`src/rtl/tmr_pkg.sv`:
```
package tmr_pkg;
  localparam int unsigned DW     = 32;
  localparam int unsigned AW     = 8;
  localparam int unsigned NTICK  = 5;
  localparam int unsigned CTRL_W = 10;

  localparam logic [AW-1:0] A_STAT = 8'h14;
  localparam logic [AW-1:0] A_IEN  = 8'h1C;
  localparam logic [AW-1:0] A_SNAP = 8'h20;
  localparam logic [AW-1:0] A_CNT  = 8'h40;
  localparam logic [AW-1:0] A_MAT  = 8'h80;
  localparam logic [AW-1:0] A_CTL  = 8'hC0;

  // control word bit positions
  localparam int unsigned C_CLR  = 3;
  localparam int unsigned C_PER  = 6;
  localparam int unsigned C_OWN  = 7;
  localparam int unsigned C_HOLD = 8;
  localparam int unsigned C_SNAP = 9;

  function automatic logic [AW-1:0] slot(input logic [AW-1:0] base, input int unsigned idx);
    return base + AW'(idx * 4);
  endfunction
endpackage

```
`src/rtl/tmr_chan.sv`:
```
module tmr_chan import tmr_pkg::*; #(
  parameter bit          ALWAYS_OWN = 1'b0,
  parameter int unsigned KEEP_W     = 8
) (
  input  logic              clk_i,
  input  logic              rst_ni,
  input  logic [NTICK-1:0]  tick_i,
  input  logic              cnt_we_i,
  input  logic              match_we_i,
  input  logic              ctrl_we_i,
  input  logic [DW-1:0]     wdata_i,
  input  logic [DW-1:0]     shr_cnt_i,
  input  logic              shr_inc_i,
  output logic [DW-1:0]     cnt_o,
  output logic [DW-1:0]     match_o,
  output logic [CTRL_W-1:0] ctrl_o,
  output logic              inc_o,
  output logic              hit_o
);
  localparam logic [CTRL_W-1:0] KEEP_MASK = CTRL_W'((1 << KEEP_W) - 1);

  logic [DW-1:0]     cnt_q, match_q, cmp_cnt;
  logic [CTRL_W-1:0] ctrl_q;
  logic              armed_q, rate_tick, own_sel, cmp_inc;
  logic [2:0]        rate;

  assign rate = ctrl_q[2:0];

  always_comb begin
    rate_tick = 1'b0;
    if (rate != 3'd0 && 32'(rate) <= NTICK) rate_tick = tick_i[rate - 3'd1];
  end

  assign inc_o   = rate_tick && !ctrl_q[C_HOLD] && !cnt_we_i;
  assign own_sel = ALWAYS_OWN || ctrl_q[C_OWN];
  assign cmp_cnt = own_sel ? cnt_q : shr_cnt_i;
  assign cmp_inc = own_sel ? inc_o : shr_inc_i;
  assign hit_o   = armed_q && cmp_inc && !match_we_i && (cmp_cnt + DW'(1) == match_q);

  always_ff @(posedge clk_i or negedge rst_ni) begin
    if (!rst_ni) begin
      cnt_q   <= '0;
      match_q <= '0;
      ctrl_q  <= '0;
      armed_q <= 1'b0;
    end else begin
      if (cnt_we_i)                   cnt_q <= wdata_i;
      else if (hit_o && ctrl_q[C_CLR]) cnt_q <= '0;
      else if (inc_o)                 cnt_q <= cnt_q + DW'(1);

      if (ctrl_we_i) ctrl_q <= wdata_i[CTRL_W-1:0] & KEEP_MASK;

      if (match_we_i) begin
        match_q <= wdata_i;
        armed_q <= 1'b1;
      end else if (hit_o && !ctrl_q[C_PER]) begin
        armed_q <= 1'b0;
      end
    end
  end

  assign cnt_o   = cnt_q;
  assign match_o = match_q;
  assign ctrl_o  = ctrl_q;

  AST_WRITE_WINS: assert property (@(posedge clk_i) disable iff (!rst_ni)
    cnt_we_i |=> cnt_o == $past(wdata_i));
  AST_STOP_HOLD: assert property (@(posedge clk_i) disable iff (!rst_ni)
    (rate == 3'd0 && !cnt_we_i && !hit_o) |=> $stable(cnt_o));
  AST_CLR_ON_HIT: assert property (@(posedge clk_i) disable iff (!rst_ni)
    (hit_o && ctrl_q[C_CLR] && !cnt_we_i) |=> cnt_o == '0);
  AST_ONE_SHOT: assert property (@(posedge clk_i) disable iff (!rst_ni)
    (hit_o && !ctrl_q[C_PER] && !ctrl_we_i) |=> !hit_o);
endmodule

```
`src/rtl/tmr_irq.sv`:
```
module tmr_irq #(
  parameter int unsigned NCH = 8
) (
  input  logic           clk_i,
  input  logic           rst_ni,
  input  logic [NCH-1:0] hit_i,
  input  logic           en_we_i,
  input  logic           st_we_i,
  input  logic [NCH-1:0] sel_i,
  output logic [NCH-1:0] en_o,
  output logic [NCH-1:0] st_o,
  output logic           irq_o
);
  logic [NCH-1:0] en_q, st_q, set_v, clr_v;

  assign set_v = hit_i & en_q;
  assign clr_v = st_we_i ? sel_i : '0;

  always_ff @(posedge clk_i or negedge rst_ni) begin
    if (!rst_ni) begin
      en_q <= '0;
      st_q <= '0;
    end else begin
      if (en_we_i) en_q <= sel_i;
      st_q <= (st_q & ~clr_v) | set_v;  // new match beats a same-cycle clear
    end
  end

  assign en_o  = en_q;
  assign st_o  = st_q;
  assign irq_o = |st_q;

  AST_STATUS_SET: assert property (@(posedge clk_i) disable iff (!rst_ni)
    (|(hit_i & en_o)) |=> ((st_o & $past(hit_i & en_o)) == $past(hit_i & en_o)));
  AST_STATUS_MASKED: assert property (@(posedge clk_i) disable iff (!rst_ni)
    (|(hit_i & ~en_o)) |=> ((st_o & ~$past(st_o) & $past(hit_i & ~en_o)) == '0));
  AST_IRQ_HOLD: assert property (@(posedge clk_i) disable iff (!rst_ni)
    (irq_o && !st_we_i) |=> irq_o);
  AST_IRQ_QUIET: assert property (@(posedge clk_i) disable iff (!rst_ni)
    (!irq_o && !(|(hit_i & en_o))) |=> !irq_o);
endmodule

```
`src/rtl/tmr_bank.sv`:
```
module tmr_bank import tmr_pkg::*; #(
  parameter int unsigned NCH       = 8,
  parameter int unsigned CH_BASE   = 4,
  parameter int unsigned WIDE_FROM = 8,
  parameter int unsigned NARROW_W  = 8,
  parameter int unsigned SHARE_LO  = 4,
  parameter int unsigned SHARE_HI  = 6
) (
  input  logic             clk_i,
  input  logic             rst_ni,
  input  logic [NTICK-1:0] tick_i,
  input  logic             we_i,
  input  logic             re_i,
  input  logic [AW-1:0]    addr_i,
  input  logic [DW-1:0]    wdata_i,
  output logic [DW-1:0]    rdata_o,
  output logic             irq_o
);
  logic [DW-1:0]     cnt   [NCH];
  logic [DW-1:0]     match [NCH];
  logic [CTRL_W-1:0] ctrl  [NCH];
  logic [NCH-1:0]    inc, hit, cnt_we, mat_we, ctl_we, snap_req, st, en;
  logic [DW-1:0]     snap_q, snap_d;

  for (genvar i = 0; i < NCH; i++) begin : g_ch
    localparam int unsigned CHN  = CH_BASE + i;
    localparam bit          WIDE = CHN >= WIDE_FROM;
    localparam int unsigned SRC  = WIDE ? SHARE_HI - CH_BASE : SHARE_LO - CH_BASE;

    assign cnt_we[i] = we_i && addr_i == slot(A_CNT, i);
    assign mat_we[i] = we_i && addr_i == slot(A_MAT, i);
    assign ctl_we[i] = we_i && addr_i == slot(A_CTL, i);

    tmr_chan #(
      .ALWAYS_OWN (CHN == SHARE_LO),
      .KEEP_W     (WIDE ? CTRL_W : NARROW_W)
    ) u_ch (
      .clk_i      (clk_i),
      .rst_ni     (rst_ni),
      .tick_i     (tick_i),
      .cnt_we_i   (cnt_we[i]),
      .match_we_i (mat_we[i]),
      .ctrl_we_i  (ctl_we[i]),
      .wdata_i    (wdata_i),
      .shr_cnt_i  (cnt[SRC]),
      .shr_inc_i  (inc[SRC]),
      .cnt_o      (cnt[i]),
      .match_o    (match[i]),
      .ctrl_o     (ctrl[i]),
      .inc_o      (inc[i]),
      .hit_o      (hit[i])
    );

    // odd wide channels capture the counter just below them when read
    if (WIDE && (CHN % 2) == 1 && i > 0) begin : g_snap
      assign snap_req[i] = re_i && addr_i == slot(A_CNT, i) && ctrl[i][C_SNAP];
      AST_SNAP_COPY: assert property (@(posedge clk_i) disable iff (!rst_ni)
        snap_req[i] |=> snap_q == $past(cnt[i-1]));
    end else begin : g_nosnap
      assign snap_req[i] = 1'b0;
    end
  end

  always_comb begin
    snap_d = snap_q;
    for (int i = 1; i < NCH; i++) if (snap_req[i]) snap_d = cnt[i-1];
  end

  always_ff @(posedge clk_i or negedge rst_ni) begin
    if (!rst_ni) snap_q <= '0;
    else         snap_q <= snap_d;
  end

  tmr_irq #(.NCH(NCH)) u_irq (
    .clk_i   (clk_i),
    .rst_ni  (rst_ni),
    .hit_i   (hit),
    .en_we_i (we_i && addr_i == A_IEN),
    .st_we_i (we_i && addr_i == A_STAT),
    .sel_i   (wdata_i[CH_BASE +: NCH]),
    .en_o    (en),
    .st_o    (st),
    .irq_o   (irq_o)
  );

  always_comb begin
    rdata_o = '0;
    if (addr_i == A_STAT) rdata_o = DW'(st) << CH_BASE;
    if (addr_i == A_IEN)  rdata_o = DW'(en) << CH_BASE;
    if (addr_i == A_SNAP) rdata_o = snap_q;
    for (int i = 0; i < NCH; i++) begin
      if (addr_i == slot(A_CNT, i)) rdata_o = cnt[i];
      if (addr_i == slot(A_MAT, i)) rdata_o = match[i];
      if (addr_i == slot(A_CTL, i)) rdata_o = DW'(ctrl[i]);
    end
  end

  AST_SNAP_KEEP: assert property (@(posedge clk_i) disable iff (!rst_ni)
    !(|snap_req) |=> $stable(snap_q));
endmodule

```
`config.mk`:
```
export PLATFORM = sky130hd
export DESIGN_NAME = tmr_bank
export DESIGN_NICKNAME = d
export VERILOG_FILES = /design/src/rtl/tmr_pkg.sv /design/src/rtl/tmr_chan.sv /design/src/rtl/tmr_irq.sv /design/src/rtl/tmr_bank.sv
export SDC_FILE = /design/constraint.sdc
export NUM_CORES = 2
export LEC_CHECK = 0
export ABC_AREA = 0
export BUFFER_PORTS_ARGS = -buffer_cell sky130_fd_sc_hd__buf_2
export CORE_UTILIZATION = 40
export CTS_CLUSTER_SIZE = 10
export DETAILED_ROUTE_END_ITERATION = 10
export GPL_TIMING_DRIVEN = 0
export PLACE_DENSITY = 0.58
export SYNTH_ARGS = -nofsm -noshare
export SYNTH_HDL_FRONTEND = slang
export SYNTH_HIERARCHICAL = 1
export SYNTH_SLANG_ARGS = --single-unit
```
`constraint.sdc`:
```
create_clock -name clk_i -period 4.9 [get_ports clk_i]
set_input_delay 0.49 -clock clk_i [delete_from_list [all_inputs] [get_ports clk_i]]
set_output_delay 0.49 -clock clk_i [all_outputs]
set_load 0.02 [all_outputs]
```
==> results.rst <==
.. list-table::
   :header-rows: 1

   * - Metric
     - Value
   * - Result of the run
     - finished with violations
   * - Vertical extent of the die
     - 361 um
   * - Clock insertion delay at the later pin of the skew report
     - 0.72 ns
   * - Achievable frequency
     - 0.203 GHz
   * - Post-synthesis to final-layout area growth
     - 12.2%
   * - NumNets Final
     - 6016
   * - Synth warnings
     - 6
   * - Num ports
     - 82
   * - Crit path arrival time
     - 4.44 ns
   * - Root buffer selected by CTS
     - sky130_fd_sc_hd__clkbuf_16
   * - Worst-path fanout max
     - 10
   * - Non-filler cells in the finished layout
     - 7661
   * - Fin crit period
     - 4.93 ns
   * - Floorplan row count
     - 131
   * - CP Capture Type
     - output pin
   * - TritonRoute pass-1 iters
     - 9
   * - Via count
     - 51200
   * - Post-layout worst setup margin
     - -0.0347 ns
   * - Pwr per Cell Area
     - 292 nW/um^2
   * - Type of the worst setup path
     - primary input to output pin
   * - Number of antenna-violating nets in the routed design
     - 0
   * - Wire length of the first global-routing pass
     - 389000 um
   * - Setup slack at placement
     - -2.11 ns
   * - Required time of the critical path
     - 4.41 ns
   * - Final Max Tran Viols
     - 0
   * - Grt total ovfl
     - 0
   * - Setup crit start kind
     - primary input
   * - Max-Cap Viols
     - 0
   * - Number of clock sinks
     - 640
   * - Total routed wirelength
     - 280000 um
   * - Tightest hold margin
     - 0.295 ns
   * - Mean cell area of the mapped netlist
     - 8.99 um^2
   * - Die Footprint
     - 130000 um^2
   * - Initial Utilization
     - 40.3%
   * - Instance count after placement with tap cells included
     - 7486
   * - Number of I/O port buffers
     - 78
   * - Vias in the first global route
     - 50400
   * - Per-cell via count in the routed design
     - 6.68
   * - Hold violation count in the final report
     - 0
   * - Clk_skew
     - 0.0336 ns
   * - Level count of the clock H-tree
     - 3
   * - Post-synthesis cell count
     - 5728
   * - Ratio of final minimum period to clock period
     - 101%
   * - Maximum resistive drop on vdd
     - 0.000377 V
   * - Most common cell after layout, fill and taps aside
     - sky130_fd_sc_hd__dfrtp_1
   * - Placed standard-cell area
     - 54300 um^2
   * - Hold crit path type
     - primary input to async pin
   * - Clock buffers created by TritonCTS
     - 86
   * - Wire length per cell
     - 36.6 um
   * - Footprint of the flip-flops and latches
     - 16000 um^2
   * - DP Wirelength
     - 215000 um
   * - Number of filler instances in the final layout
     - 12700
   * - Leakage power figure
     - 23.2 nW
   * - Combined area of all synthesized cells
     - 51500 um^2
   * - Pin count of the biggest net entering global routing
     - 111
   * - Clock tree from TritonCTS
     - built
   * - Clock slew at reported path FFs
     - 0.06 ns
   * - Worst slew margin relative to its limit
     - 8.14%
   * - All-layer global routing usage
     - 42.0%
   * - Violations in the final reports
     - setup timing
   * - Gp weighted congestion
     - 1.03
   * - Die Width
     - 361 um
   * - Unrepaired setup endpoints after global routing
     - false
   * - Starting DRC count in detailed routing
     - 5965
   * - Commonest cells after routing, fill and taps aside
     - sky130_fd_sc_hd__dfrtp_1, sky130_fd_sc_hd__nand2_1, sky130_fd_sc_hd__xnor2_1
   * - Core footprint
     - 128000 um^2
   * - Deepest clock path buffer count
     - 3
   * - Share of cells above drive strength 1
     - 17.3%
   * - DRC Markers
     - 0
   * - Initial antenna violation count
     - 12
   * - Area of all placed cells without fillers
     - 57700 um^2
   * - Final-report setup violation count
     - 6
   * - Area occupied by multi-input gates
     - 33100 um^2
   * - Transition time of the tightest slew-check pin
     - 1.38 ns
metal layers:
| metal | global-route usage, % | wire length, um |
|---|---|---|
| met3 | 7.62 | 20500 |
| met5 | 0 | 0 |
| met1 | 47.7 | 102000 |
| met2 | 69.5 | 130000 |
| met4 | 33.4 | 27000 |
state kept, by name, indices dropped and copies added (netlist names):
signal,count
g_ch.u_ch/armed_q,8
g_ch.u_ch/cnt_o,256
g_ch.u_ch/ctrl_o,72
g_ch.u_ch/match_o,256
snap_q,32
u_irq/en_o,8
u_irq/st_o,8
per-stage QoR:
stage	power [mW]	utilization [%]	TNS [ns]
final	16.8	45.2	-0.113
after global routing	17.3	45.2	0
after CTS	16.8	45.1	0
after detailed placement	9.84	42.5	-345.56
after global placement	9.80	42.3	-7496.47
after floorplan	8.26	-	0
critical path, cell delays in order:
cell and delay [ns]:
sky130_fd_sc_hd__buf_2 0.08, sky130_fd_sc_hd__buf_2 0.20, sky130_fd_sc_hd__or4b_1 0.13, sky130_fd_sc_hd__buf_2 0.26, sky130_fd_sc_hd__nor2_1 0.25, sky130_fd_sc_hd__nor2_1 0.58
sky130_fd_sc_hd__clkbuf_1 0.44, sky130_fd_sc_hd__o221ai_1 0.33, sky130_fd_sc_hd__a31oi_2 0.48, sky130_fd_sc_hd__nor2_1 0.09, sky130_fd_sc_hd__nor4_1 0.79, sky130_fd_sc_hd__buf_2 0.30
what timing repair did:
item | CTS | global route
endpoints found under the setup margin | 238 | 209
buffers inserted | 20 | 5
hold buffers | 1 | 0
endpoints found under the hold margin | 39 | 0
resized for setup | 37 | 22
pin swaps | 10 | 4
cell type report:
class	instances	share of cell area, %
Multi-Input combinational cell	4601	57.2
Sequential cell	640	27.7
Clock buffer	116	4.20
Buffer	398	4.11
Tap cell	1662	3.60
Timing Repair Buffer	118	1.54
Clock inverter	29	0.930
Inverter	90	0.592
Antenna cell	7	0.0303
path summary, 6_finish.rpt:
check,startpoint,endpoint,slack (ns),depth (start not counted)
min in group clk_i,wdata_i[13],g_ch[1].u_ch/cnt_o[13]$_DFFE_PN0P_,0.31,3
worst max-delay path,addr_i[3],rdata_o[30],-0.03,12
max in group asynchronous,rst_ni,g_ch[0].u_ch/cnt_o[25]$_DFFE_PN0P_,3.10,4
worst min-delay path,rst_ni,g_ch[7].u_ch/match_o[8]$_DFFE_PN0P_,0.30,2
worst max register to register,g_ch[6].u_ch/ctrl_o[7]$_DFFE_PN0P_,u_irq/st_o[6]$_DFF_PN0_,-0.03,14
worst min register to register,snap_q[21]$_DFFE_PN0P_,snap_q[21]$_DFFE_PN0P_,0.49,2
power by group:
part	internal (mW)	switching, mW	total, mW
logic	1.32	2.11	3.42
clock network	4.14	2.73	6.88
registers	5.59	0.943	6.53
total	11.0	5.79	16.8
No activity file was read; power rests on OpenSTA's default activity.
